`config.mk`:
```
export PLATFORM = sky130hd
export DESIGN_NAME = lsu_lane_unit
export DESIGN_NICKNAME = d
export VERILOG_FILES = /design/src/rtl/lsu_pkg.sv /design/src/rtl/lsu_decode.sv /design/src/rtl/lsu_store_lanes.sv /design/src/rtl/lsu_load_align.sv /design/src/rtl/lsu_lane_unit.sv
export SDC_FILE = /design/constraint.sdc
export NUM_CORES = 1
export LEC_CHECK = 0
export BUFFER_PORTS_ARGS = -buffer_cell sky130_fd_sc_hd__buf_2
export CORE_AREA = 2 2 95 97
export CTS_BUF_LIST = sky130_fd_sc_hd__clkbuf_4
export CTS_CLUSTER_SIZE = 24
export DETAILED_ROUTE_END_ITERATION = 10
export DIE_AREA = 0 0 97 99
export PLACE_DENSITY = 0.68
export SYNTH_ARGS = -nofsm -noshare
export SYNTH_HDL_FRONTEND = slang
export SYNTH_SLANG_ARGS = --single-unit
```
`constraint.sdc`:
```
create_clock -name clk -period 3.7 [get_ports clk]
set_clock_uncertainty 0.1 [all_clocks]
set_input_delay 0.185 -clock clk [delete_from_list [all_inputs] [get_ports clk]]
set_output_delay 0.185 -clock clk [all_outputs]
set_load 0.01 [all_outputs]
```
`src/rtl/lsu_pkg.sv`:
```
package lsu_pkg;

    localparam int XLEN   = 32;
    localparam int LANES  = XLEN / 8;
    localparam int LANE_W = $clog2(LANES);
    localparam int DISP_W = 6;
    localparam int OPC_W  = 4;
    localparam int OPD_W  = 8;

    // Opcode bit 3..2 = 2'b10 marks a memory op, bit 1 the stack form, bit 0 a store
    localparam logic [1:0] OPC_MEM_CLASS = 2'b10;

    typedef enum logic [1:0] {
        SZ_BYTE = 2'd0,
        SZ_HALF = 2'd1,
        SZ_WORD = 2'd2,
        SZ_RSVD = 2'd3
    } size_e;

    typedef struct packed {
        logic              is_mem;
        logic              is_store;
        logic              use_sp;
        size_e             size;
        logic [DISP_W-1:0] disp;
        logic              pad_bad;
    } dec_t;

    typedef struct packed {
        size_e             size;
        logic [LANE_W-1:0] lane;
    } ld_ctx_t;

    function automatic dec_t decode_op(logic [OPC_W-1:0] opc, logic [OPD_W-1:0] opd);
        dec_t d;
        d.is_mem   = (opc[3:2] == OPC_MEM_CLASS);
        d.use_sp   = opc[1];
        d.is_store = opc[0];
        d.size     = size_e'(opd[1:0]);
        d.disp     = opd[7:2];
        d.pad_bad  = |opd[3:2];
        return d;
    endfunction

    function automatic logic lane_misaligned(size_e sz, logic [LANE_W-1:0] lane);
        logic bad;
        case (sz)
            SZ_BYTE: bad = 1'b0;
            SZ_HALF: bad = lane[0];
            SZ_WORD: bad = |lane;
            default: bad = 1'b1;
        endcase
        return bad;
    endfunction

    function automatic logic [LANES-1:0] lane_enables(size_e sz, logic [LANE_W-1:0] lane);
        logic [LANES-1:0] en;
        case (sz)
            SZ_BYTE: en = LANES'(1) << lane;
            SZ_HALF: en = LANES'(3) << lane;
            SZ_WORD: en = '1;
            default: en = '0;
        endcase
        return en;
    endfunction

endpackage

```
`src/rtl/lsu_decode.sv`:
```
module lsu_decode
    import lsu_pkg::*;
#(
    parameter int ADDR_W = 32
) (
    input  logic                 req_valid_i,
    input  logic [OPC_W-1:0]     opcode_i,
    input  logic [OPD_W-1:0]     operand_i,
    input  logic [ADDR_W-1:0]    base_i,
    input  logic [ADDR_W-1:0]    sp_i,
    output dec_t                 dec_o,
    output logic [ADDR_W-1:0]    addr_o,
    output logic                 go_o,
    output logic                 bad_o
);

    dec_t              dec;
    logic [ADDR_W-1:0] ea;
    logic              form_bad;

    always_comb begin
        dec = decode_op(opcode_i, operand_i);
        if (dec.use_sp) begin
            ea = sp_i + ADDR_W'(dec.disp);
        end else begin
            ea = base_i;
        end
        form_bad = (dec.size == SZ_RSVD)
                 || lane_misaligned(dec.size, ea[LANE_W-1:0])
                 || (!dec.use_sp && dec.pad_bad);
    end

    assign dec_o  = dec;
    assign addr_o = ea;
    assign bad_o  = req_valid_i && dec.is_mem && form_bad;
    assign go_o   = req_valid_i && dec.is_mem && !form_bad;

endmodule

```
`src/rtl/lsu_store_lanes.sv`:
```
module lsu_store_lanes
    import lsu_pkg::*;
(
    input  size_e              size_i,
    input  logic [LANE_W-1:0]  lane_i,
    input  logic [XLEN-1:0]    src_i,
    output logic [LANES-1:0]   be_o,
    output logic [XLEN-1:0]    wdata_o
);

    assign be_o = lane_enables(size_i, lane_i);

    for (genvar i = 0; i < LANES; i++) begin : g_lane
        always_comb begin
            case (size_i)
                SZ_BYTE: wdata_o[8*i +: 8] = src_i[7:0];
                SZ_HALF: wdata_o[8*i +: 8] = src_i[8*(i%2) +: 8];
                default: wdata_o[8*i +: 8] = src_i[8*i +: 8];
            endcase
        end
    end

endmodule

```
`src/rtl/lsu_load_align.sv`:
```
module lsu_load_align
    import lsu_pkg::*;
(
    input  logic             clk,
    input  logic             rst,
    input  logic             take_load_i,
    input  logic             take_fault_i,
    input  ld_ctx_t          ctx_i,
    input  logic [XLEN-1:0]  rdata_i,
    output logic             valid_o,
    output logic             fault_o,
    output logic [XLEN-1:0]  data_o
);

    ld_ctx_t    ctx_q;
    logic       valid_q;
    logic       fault_q;
    logic [7:0] lane_byte [LANES];
    logic [15:0] half_sel;

    always_ff @(posedge clk) begin
        if (rst) begin
            ctx_q   <= '0;
            valid_q <= 1'b0;
            fault_q <= 1'b0;
        end else begin
            valid_q <= take_load_i;
            fault_q <= take_fault_i;
            if (take_load_i) begin
                ctx_q <= ctx_i;
            end
        end
    end

    for (genvar i = 0; i < LANES; i++) begin : g_byte
        assign lane_byte[i] = rdata_i[8*i +: 8];
    end

    assign half_sel = ctx_q.lane[LANE_W-1] ? rdata_i[31:16] : rdata_i[15:0];

    always_comb begin
        case (ctx_q.size)
            SZ_BYTE: data_o = XLEN'(lane_byte[ctx_q.lane]);
            SZ_HALF: data_o = XLEN'(half_sel);
            default: data_o = rdata_i;
        endcase
    end

    assign valid_o = valid_q;
    assign fault_o = fault_q;

endmodule

```
`src/rtl/lsu_lane_unit.sv`:
```
module lsu_lane_unit
    import lsu_pkg::*;
#(
    parameter int ADDR_W = 32
) (
    input  logic                      clk,
    input  logic                      rst,
    input  logic                      req_valid_i,
    input  logic [3:0]                opcode_i,
    input  logic [7:0]                operand_i,
    input  logic [ADDR_W-1:0]         base_reg_i,
    input  logic [ADDR_W-1:0]         stack_ptr_i,
    input  logic [31:0]               store_src_i,
    output logic                      mem_en_o,
    output logic                      mem_we_o,
    output logic [ADDR_W-3:0]         mem_addr_o,
    output logic [3:0]                mem_be_o,
    output logic [31:0]               mem_wdata_o,
    input  logic [31:0]               mem_rdata_i,
    output logic                      load_valid_o,
    output logic [31:0]               load_data_o,
    output logic                      fault_o
);

    dec_t              dec;
    logic [ADDR_W-1:0] addr;
    logic              go;
    logic              bad;
    logic [LANES-1:0]  be_raw;
    ld_ctx_t           ctx;

    lsu_decode #(.ADDR_W(ADDR_W)) u_decode (
        .req_valid_i (req_valid_i),
        .opcode_i    (opcode_i),
        .operand_i   (operand_i),
        .base_i      (base_reg_i),
        .sp_i        (stack_ptr_i),
        .dec_o       (dec),
        .addr_o      (addr),
        .go_o        (go),
        .bad_o       (bad)
    );

    lsu_store_lanes u_store (
        .size_i  (dec.size),
        .lane_i  (addr[LANE_W-1:0]),
        .src_i   (store_src_i),
        .be_o    (be_raw),
        .wdata_o (mem_wdata_o)
    );

    assign ctx.size = dec.size;
    assign ctx.lane = addr[LANE_W-1:0];

    lsu_load_align u_load (
        .clk          (clk),
        .rst          (rst),
        .take_load_i  (go && !dec.is_store),
        .take_fault_i (bad),
        .ctx_i        (ctx),
        .rdata_i      (mem_rdata_i),
        .valid_o      (load_valid_o),
        .fault_o      (fault_o),
        .data_o       (load_data_o)
    );

    assign mem_en_o   = go;
    assign mem_we_o   = go && dec.is_store;
    assign mem_addr_o = addr[ADDR_W-1:LANE_W];
    assign mem_be_o   = (go && dec.is_store) ? be_raw : '0;

endmodule

```
* Word-level counts from Yosys, hierarchy flattened *
Cells that the tools add are included.

word-level totals
  register bits after elaboration = 6
  bits in latches = 0
  RAM bits = 0
  ROM bits = 0
  input port bits = 143
  output and inout bits = 102
  logic and storage cells = 42
  memories = 0

cells by class
  add/subtract/negate cells = 1
  multiply operators = 0
  div/mod/pow operators = 0
  order comparisons = 1
  eq/ne operators = 5
  shifts and indexed selects = 2
  multiplexer cells = 12
  bitwise operators = 1
  reductions and logical operators = 16

operators with widths
  operator                                                               number
  32-bit case mux with 2 select lines                                    1
  32-bit by 6-bit adder with 32-bit output                               1
  32-bit two-way mux                                                     1
  8-bit two-way mux                                                      4
  8-bit binary-select mux with 2-bit select                              1
  16-bit two-way mux                                                     1
  8-bit case mux with 2 select lines                                     1
  4-bit case mux with 3 select lines                                     1
  2-bit equality test, second input constant                             3
  1-bit logical AND                                                      6
  2-bit OR reduction                                                     3
  2-bit by 1-bit equality test with 1-bit output, second input constant  2
  2-bit zero test                                                        2
  4-bit two-way mux                                                      1
  1-bit by 2-bit left shift with 4-bit output, first input constant      1
  2-bit by 2-bit left shift with 4-bit output, first input constant      1
  3-bit >= comparator, second input constant                             1
  1-bit zero test                                                        3
  2-bit NOT with 3-bit output                                            1
  1-bit case mux with 3 select lines                                     1
  1-bit logical OR                                                       2

* Longest topological paths before layout *
Gate-level depths: netlist of run 1.

  word-level depth = 10
  gate-level depth with buffers = 10
  mapped depth without buffers = 8

* By module *
Synthesis of run 1 repeated with hierarchy kept, for this count alone.

second synthesis, totals
  cell total of the unflattened synthesis = 372
  area total of the unflattened synthesis = 2633.8 sq um

modules (own cells, without submodules)
  module           times used  cells each  area each (sq um)  seq. area each (sq um)
  lsu_decode       1           217         1408.9             0.0
  lsu_load_align   1           85          674.4              120.1
  lsu_store_lanes  1           64          511.7              0.0
  lsu_lane_unit    1           6           38.8               0.0

* Least setup slack after synthesis of run 1 *
Ideal clock, no wire load.

  kind = input port to output port
  start point = input operand_i[2]
  end point = output mem_be_o[2]
  arrival = 2693 ps
  required time = 3415 ps
  slack = 722 ps
  stages = 8
  buffers on the path = 0
  cells stage by stage = ha_1 inv_1 fa_1 and3b_1 o21ai_0 a2111oi_0 and2_0 a21boi_0

between the ends
  cells in the longest elaborated chain, start to end = 10
  elaborated cells between the ends (all ways) = 15
  those cells by class = add/sub (1); shift (2); mux (4); reduce/logical (8)

RTL lines
  what                                      line                 RTL
  from (decl)                               lsu_lane_unit.sv:10  input logic [7:0] operand_i,
  32-bit by 6-bit adder with 32-bit output  lsu_decode.sv:24     ea = sp_i + ADDR_W'(dec.disp);
  32-bit two-way mux                        lsu_decode.sv:23     if (dec.use_sp) begin
  2-bit OR reduction                        lsu_pkg.sv:50        SZ_WORD: bad = |lane;
  1-bit case mux with 3 select lines        lsu_pkg.sv:47        case (sz)
  1-bit logical OR                          lsu_decode.sv:29     || lane_misaligned(dec.size, ea[LANE_W-1:0])
  1-bit logical OR *                        lsu_decode.sv:30     || (!dec.use_sp && dec.pad_bad);
  1-bit zero test *                         lsu_decode.sv:36     assign go_o = req_valid_i && dec.is_mem && !form_bad;
  1-bit logical AND *                       lsu_decode.sv:36
  named net mem_en_o                        lsu_lane_unit.sv:14  output logic mem_en_o,
  1-bit logical AND *                       --
  named net mem_we_o                        lsu_lane_unit.sv:15  output logic mem_we_o,
  4-bit two-way mux *                       lsu_lane_unit.sv:70  assign mem_be_o = (go && dec.is_store) ? be_raw : '0;
  to (decl)                                 lsu_lane_unit.sv:17  output logic [3:0] mem_be_o,

The timed path passes the listed nets; every way through them passes the cells marked *.

* Worst setup path in the final report of run 1 *
  start point = input operand_i[2]
  end point = output mem_be_o[2]

between the ends
  cells in the longest elaborated chain, start to end = 10
  elaborated cells between the ends (all ways) = 15
  those cells by class = add/sub (1); shift (2); mux (4); reduce/logical (8)

RTL lines
  what                                      line
  32-bit by 6-bit adder with 32-bit output  lsu_decode.sv:24
  32-bit two-way mux                        lsu_decode.sv:23
  2-bit OR reduction                        lsu_pkg.sv:50
  1-bit case mux with 3 select lines        lsu_pkg.sv:47
  1-bit logical OR                          lsu_decode.sv:29
  1-bit logical OR                          lsu_decode.sv:30
  1-bit zero test                           lsu_decode.sv:36
  1-bit logical AND                         lsu_decode.sv:36
  1-bit logical AND                         lsu_lane_unit.sv:70
  4-bit two-way mux *                       lsu_lane_unit.sv:70

Every way passes the cells marked *; elsewhere a longest branch is shown, timed or not.

==> metrics.md, run 1 <==
| Metric | Value |
|---|---|
| CP peak stage delay | `0.58 ns` |
| CTS max path bufs | `2` |
| Finished Layout Cells | `715` |
| Routed WL | `10100 µm` |
| DR pass1 iterations | `5` |
| Die area | `9600 µm²` |
| Worst hold stages | `2` |
| Row count | `34` |
| Grt met3 use | `0.0291` |
| Post-layout total power | `0.535 mW` |
| CTS resizes | `0` |
| Initial core utilization | `0.330` |
| RR Endpoint | `u_load.ctx_q[1]$_SDFFE_PP0P_` |
| Nets@finish | `759` |
| Ratio of cells with drive above 1 in the final layout | `0.476` |
| DR iter-0 viols | `128` |
| Normalized max-slew margin | `0.286` |
| Post CTS Setup Buffer Count | `0` |
| Reg-to-reg critical path startpoint | `u_load.ctx_q[1]$_SDFFE_PP0P_` |
| Largest net degree at the start of global routing | `49` |
| First-pass GRT wire length | `16500 µm` |
| CTS buffer count | `3` |
| Worst Path Buf+Inv | `3` |
| GPL Wtd Cong | `0.933` |
| Die width | `97 µm` |
| Sw Pwr | `0.242 mW` |
| CTS Hold Bufs | `0` |
| Clock Power Share | `0.111` |
| CP Launch Type | `input pin` |
| Vias in the first global route | `3540` |
| Cell count after placement | `712` |
| Most common flop cell mapped by yosys | `dfxtp_1` |
| FF-to-FF path depth | `2` |
| TNS Setup | `0 ns` |
| Top delay family on crit path | `compound AO/OA/AOI/OAI gates` |
| Ant. Diodes | `0` |
| Crit path max fanout | `5` |
| Static Leakage | `2.01 nW` |
| Combinational share of power | `0.764` |
| Worst path slowest cell | `a2111oi_0` |
| Critical Path AT | `2.66 ns` |
| Syn Inst Count | `420` |
| Maximum clock rate | `339 MHz` |
| Synth Area per Inst | `6.71 µm²` |
| Async SR Flop Fraction | `0` |
| CP Data Required Time | `3.41 ns` |
| Total track usage | `0.200` |
| Number of library cell types mapped by synthesis | `58` |
| Final Hold Viols | `0` |
| Sw Share | `0.452` |
| Post-DP HPWL | `8460 µm` |
| Routing usage on met1 | `0.265` |
| Critical Path End Type | `primary output` |
| Clk root buf | `clkbuf_4` |
| Most frequent cells in the layout | `buf_2 (244), nand2_1 (54), nor2_1 (38), mux2_2 (24), o21ai_0 (22)` |
| Area delta synth->final | `36.5%` |
| CTS tree | `yes` |
| Register area share after synthesis | `0.0426` |
| WHS Endpoint | `u_load.ctx_q[1]$_SDFFE_PP0P_` |
| Cell area after synthesis | `2820 µm²` |
| Grt ovf | `0` |
| Clock-pin slew on the worst setup and hold paths | `0.04 ns` |
| Part of the power in registers | `0.124` |
| # IOs | `245` |
| Measured slew at the worst slew-check pin | `1.07 ns` |
| Die H | `99 µm` |
| Internal Power | `0.293 mW` |
| Routed vias | `3653` |
| Met2 Track Usage GR | `0.351` |
| Pwr Density | `139 nW/µm²` |
| Final min period | `2.95 ns` |
| Min-Delay Startpoint | `rst` |
| Clock sinks | `6` |
| Worst R2R Setup Slack | `2.58 ns` |
| Initial antenna violation count | `0` |
| Seq cells post-synth | `6` |
| Post-detailed-route via-to-cell ratio | `5.11` |
| CORE AREA | `8550 µm²` |
| Maximum Capacitance Violations | `0` |
| PortBufs | `244` |
| Status | `finished, final reports clean` |
| Tcrit/Tclk final | `0.796` |
| Post-route ant nets | `0` |
| Skew-Pair Late Insertion Delay | `0.24 ns` |
| EDFF count, synth | `0` |
| YS warnings | `0` |
| Global-route layer with the greatest usage | `met2` |
| RSZ-0062 raised after global routing | `no` |
| Most common cell on crit path | `buf_2` |
| DRC | `0` |
| Hold Path Class | `input pin to flop` |
| Final Max Tran Viols | `0` |
| Worst vdd ir | `0.0730 mV` |
| Routed length per instance | `14.1 µm` |
| Most common cell after layout, fill and taps aside | `buf_2` |
| Min Hold Slack | `0.0950 ns` |
| Crit path cell chain | `buf_2 -> ha_1 -> inv_1 -> fa_1 -> and3b_1 -> o21ai_0 -> a2111oi_0 -> and2_0 -> a21boi_0 -> buf_2` |
| CP Class | `input pin to primary output` |
| Post-Synthesis Net Count | `570` |
| H-Tree Depth | `1` |
| # setup viols final | `0` |
-- worst reg2reg max path: stages (launching register included) --
cell	delay (ns)
dfxtp_1	0.69
mux2i_1	0.16
nor2_1	0.11
-- flip-flops by register name, summed over array words and instances (netlist names) --
name            cells
u_load.ctx_q        4
u_load.valid_o      1
u_load.fault_o      1
-- layer usage --
metal	vias up	routed length (µm)	share of wire
li1	1844	-	-
met2	154	4850	0.48
met4	0	110	0.011
met1	1643	4400	0.44
met5	-	0	0
met3	12	697	0.069
-- metrics by stage --
stage	area [µm²]	util	setup slack (ns)
after global placement	3830	0.447	0.950
after floorplan	2820	-	0.722
final	3850	0.450	0.754
after CTS	3850	0.450	0.770
after global routing	3850	0.450	0.545
after detailed placement	3830	0.447	0.778
-- power groups by stage --
stage          Sequential, mW  Clock [mW]  Combinational (mW)
3_3_place_gp           0.0677           0               0.400
6_report               0.0665      0.0596               0.409
2_1_floorplan          0.0671           0               0.262
5_1_grt                0.0665      0.0664               0.451
3_5_place_dp           0.0677           0               0.408
4_1_cts                0.0665      0.0610               0.410
-- Yosys cell counts, drive strengths merged, types with 3 or more instances --
cell type	n	area, µm²
a2111oi	10	114
a211oi	6	45.0
a21oi	19	95.1
a221o	9	90.1
a221oi	3	26.3
a22o	6	52.6
a22oi	5	37.5
and2	22	138
and3	4	26.3
buf	46	325
clkbuf	20	75.1
dfxtp	6	120
ha	6	75.1
inv	19	71.3
mux2	24	270
mux2i	17	170
nand2	54	203
nand2b	5	31.3
nand3	7	40.0
nand3b	5	37.5
nand4	9	56.3
nor2	38	143
nor2b	6	37.5
nor3	5	25.0
o21ai	23	115
o22a	3	26.3
xnor2	12	105
xor2	5	43.8
-- layout make-up --
class                           instances  area [µm²]
Multi-Input combinational cell        329        2230
Inverter                               19        71.3
Timing Repair Buffer                  250        1270
Sequential cell                         6         120
Fill cell                             923        4700
Tap cell                              108         135
Clock buffer                            3        22.5
-- worst max-delay path by stage --
stage               slack [ns]  depth (start not counted)          from           to
CTS                       0.77                         10  operand_i[2]  mem_be_o[2]
detailed placement        0.78                         10  operand_i[2]  mem_be_o[2]
global placement          0.95                         10  operand_i[2]  mem_be_o[2]
floorplan                 0.72                          8  operand_i[2]  mem_be_o[2]
finish                    0.75                         10  operand_i[2]  mem_be_o[2]
global route              0.54                         10  operand_i[2]  mem_be_o[2]
-- kinds of logic after synthesis --
logic type	count (synthesis)	synth area share
DFF	6	0.0426
buffers and inverters	85	0.167
adders and majority gates	7	0.0337
xor gates and xnor gates	17	0.0528
and+or+nand+nor	166	0.294
AOI/OAI and AO/OA	98	0.253
muxes	41	0.156
(Power assumes the default switching activity.)
==> run 2, diff against run 1 <==
- clock period: 3.7 -> 2.8 ns (I/O delays scaled with it)
==> run 2 against run 1 <==
Global-route usage decreased by 0.34 points. Critical path type unchanged. Combinational power increased by 34%. Cell area increased by 1.6%. Total power increased by 33%. Largest cell class unchanged. Register-to-register slack got worse by 0.80 ns.
==> metrics.md, run 2 (same netlist as run 1, synthesis figures left out) <==
| Metric | Value |
|---|---|
| Status | `finished, final reports clean (unchanged)` |
| TNS Setup | `0 ns (unchanged)` |
| DP Area | `3870 µm² (was 3830 µm²)` |
| Post-DP HPWL | `8700 µm (was 8460 µm)` |
| Final instance area | `3910 µm² (was 3850 µm²)` |
| Worst vdd ir | `0.0876 mV (was 0.0730 mV)` |
| GPL Wtd Cong | `0.944 (was 0.933)` |
| Row count | `34 (unchanged)` |
| CP Class | `input pin to primary output (unchanged)` |
| Clock sinks | `6 (unchanged)` |
| Ant. Diodes | `0 (unchanged)` |
| CP Data Required Time | `2.56 ns (was 3.41 ns)` |
| Worst Path Buf+Inv | `3 (unchanged)` |
| Total track usage | `0.197 (was 0.200)` |
| Area of the multi-input gates | `2250 µm² (was 2230 µm²)` |
| RSZ-0062 raised after global routing | `no (unchanged)` |
| Post-detailed-route via-to-cell ratio | `5.12 (was 5.11)` |
| Most common cell after layout, fill and taps aside | `buf_2 (unchanged)` |
| Routed length per instance | `14.1 µm (about the same)` |
| Most common cell on crit path | `buf_2 (unchanged)` |
| CORE AREA | `8550 µm² (unchanged)` |
| Worst R2R Setup Slack | `1.78 ns (was 2.58 ns)` |
| CP Launch Type | `input pin (unchanged)` |
| Ratio of cells with drive above 1 in the final layout | `0.483 (was 0.476)` |
| CTS buffer count | `3 (unchanged)` |
| Crit path max fanout | `10 (was 5)` |
| Post-route ant nets | `0 (unchanged)` |
| Largest register FFs | `4 (unchanged)` |
| CP peak stage delay | `0.56 ns (was 0.58 ns)` |
| Crit path cell chain | `buf_2 -> ha_1 -> inv_1 -> fa_1 -> nor2b_1 -> o31ai_4 -> a2111oi_1 -> nor2_1 -> a221o_1 -> buf_2 (was buf_2 -> ha_1 -> inv_1 -> fa_1 -> and3b_1 -> o21ai_0 -> a2111oi_0 -> and2_0 -> a21boi_0 -> buf_2)` |
| Measured slew at the worst slew-check pin | `0.736 ns (was 1.07 ns)` |
| Critical Path AT | `2.36 ns (was 2.66 ns)` |
| Hold Path Class | `input pin to flop (unchanged)` |
| CTS tree | `yes (unchanged)` |
| Register area | `120 µm² (unchanged)` |
| CTS Hold Bufs | `0 (unchanged)` |
| Maximum Capacitance Violations | `0 (unchanged)` |
| Routed vias | `3690 (was 3653)` |
| Initial antenna violation count | `0 (unchanged)` |
| Clock-pin slew on the worst setup and hold paths | `0.04 ns (about the same)` |
| Most frequent cells in the layout | `buf_2 (244), nand2_1 (54), nor2_1 (38), mux2_2 (24) (was buf_2 (244), nand2_1 (54), nor2_1 (38), mux2_2 (24), o21ai_0 (22))` |
| PortBufs | `244 (unchanged)` |
| Die width | `97 µm (unchanged)` |
| DR pass1 iterations | `4 (was 5)` |
| Worst path slowest cell | `a2111oi_1 (was a2111oi_0)` |
| Largest net degree at the start of global routing | `48 (was 49)` |
| CTS max path bufs | `2 (unchanged)` |
| Post CTS Setup Buffer Count | `0 (unchanged)` |
| Final Hold Viols | `0 (unchanged)` |
| DRC | `0 (unchanged)` |
| Normalized max-slew margin | `0.507 (was 0.286)` |
| DR iter-0 viols | `95 (was 128)` |
| Clk root buf | `clkbuf_4 (unchanged)` |
| FILL cells | `871 (was 923)` |
| Area delta synth->final | `38.6% (was 36.5%)` |
| Vias in the first global route | `3315 (was 3540)` |
| Final Max Tran Viols | `0 (unchanged)` |
| Routed WL | `10200 µm (was 10100 µm)` |
| First-pass GRT wire length | `15900 µm (was 16500 µm)` |
| Die H | `99 µm (unchanged)` |
| CTS resizes | `0 (unchanged)` |
| Die area | `9600 µm² (unchanged)` |
| # IOs | `245 (unchanged)` |
| Tcrit/Tclk final | `0.928` |
| Initial core utilization | `0.330 (unchanged)` |
| Skew-Pair Late Insertion Delay | `0.24 ns (about the same)` |
| Final min period | `2.60 ns` |
| Maximum clock rate | `385 MHz` |
| Pwr Density | `182 nW/µm² (was 139 nW/µm²)` |
| # setup viols final | `0 (unchanged)` |
| Grt ovf | `0 (unchanged)` |
| Critical Path End Type | `primary output (unchanged)` |
| Top delay family on crit path | `compound AO/OA/AOI/OAI gates (unchanged)` |
| Largest register by flop count | `u_load.ctx_q (unchanged)` |
| Static Leakage | `2.04 nW (was 2.01 nW)` |
| H-Tree Depth | `1 (unchanged)` |
| Nets@finish | `765 (was 759)` |
==> run 2: worst paths after layout <==
kind | startpoint | endpoint | cells after the start
worst max-delay path | operand_i[2] | mem_addr_o[20] | 10
worst min-delay path | rst | u_load.ctx_q[3]$_SDFFE_PP0P_ | 2
worst max register to register | u_load.ctx_q[3]$_SDFFE_PP0P_ | u_load.ctx_q[3]$_SDFFE_PP0P_ | 3
worst min register to register | u_load.ctx_q[0]$_SDFFE_PP0P_ | u_load.ctx_q[0]$_SDFFE_PP0P_ | 2
==> run 2: power breakdown <==
part	internal (mW)	total (mW)	leakage [nW]	switching, mW
Clock	0.0483	0.0775	0.0138	0.0292
Sequential	0.0867	0.0878	0.0484	0.00114
Combinational	0.257	0.548	1.98	0.291
Total	0.392	0.713	2.04	0.321
==> run 2: through the flow <==
| stage | utilization | setup slack [ns] | hold WS [ns] | std cells | total power, mW |
|---|---|---|---|---|---|
| 6_report | 0.457 | 0.201 | 0.0359 | 721 | 0.713 |
| 5_1_grt | 0.457 | 0.00821 | 0.0456 | 721 | 0.780 |
| 4_1_cts | 0.456 | 0.0811 | 0.0281 | 721 | 0.715 |
| 3_5_place_dp | 0.453 | 0.0689 | 0.288 | 718 | 0.632 |
| 3_3_place_gp | 0.453 | 0.175 | 0.287 | 718 | 0.620 |
| 2_1_floorplan | - | 0.0475 | 0.109 | 420 | 0.435 |
==> run 2: layout make-up <==
cell class,count,share of cell area
multi-input cells,329,0.575
repair buffers,256,0.335
well taps,108,0.0346
flip-flops and latches,6,0.0307
inverters,19,0.0182
clock buffers,3,0.00576
==> run 2: routing by layer <==
layer	up-vias	GRT usage	routed length, µm
li1	1848	-	-
met4	0	0.0466	159
met3	18	0.0277	625
met2	158	0.345	5040
met1	1666	0.257	4370
met5	-	0	0
==> run 2: worst reg2reg max path: stages (launching register included) <==
cell and delay (ns):
dfxtp_1 0.33, buf_4 0.29, nand2_1 0.09, a21oi_1 0.15
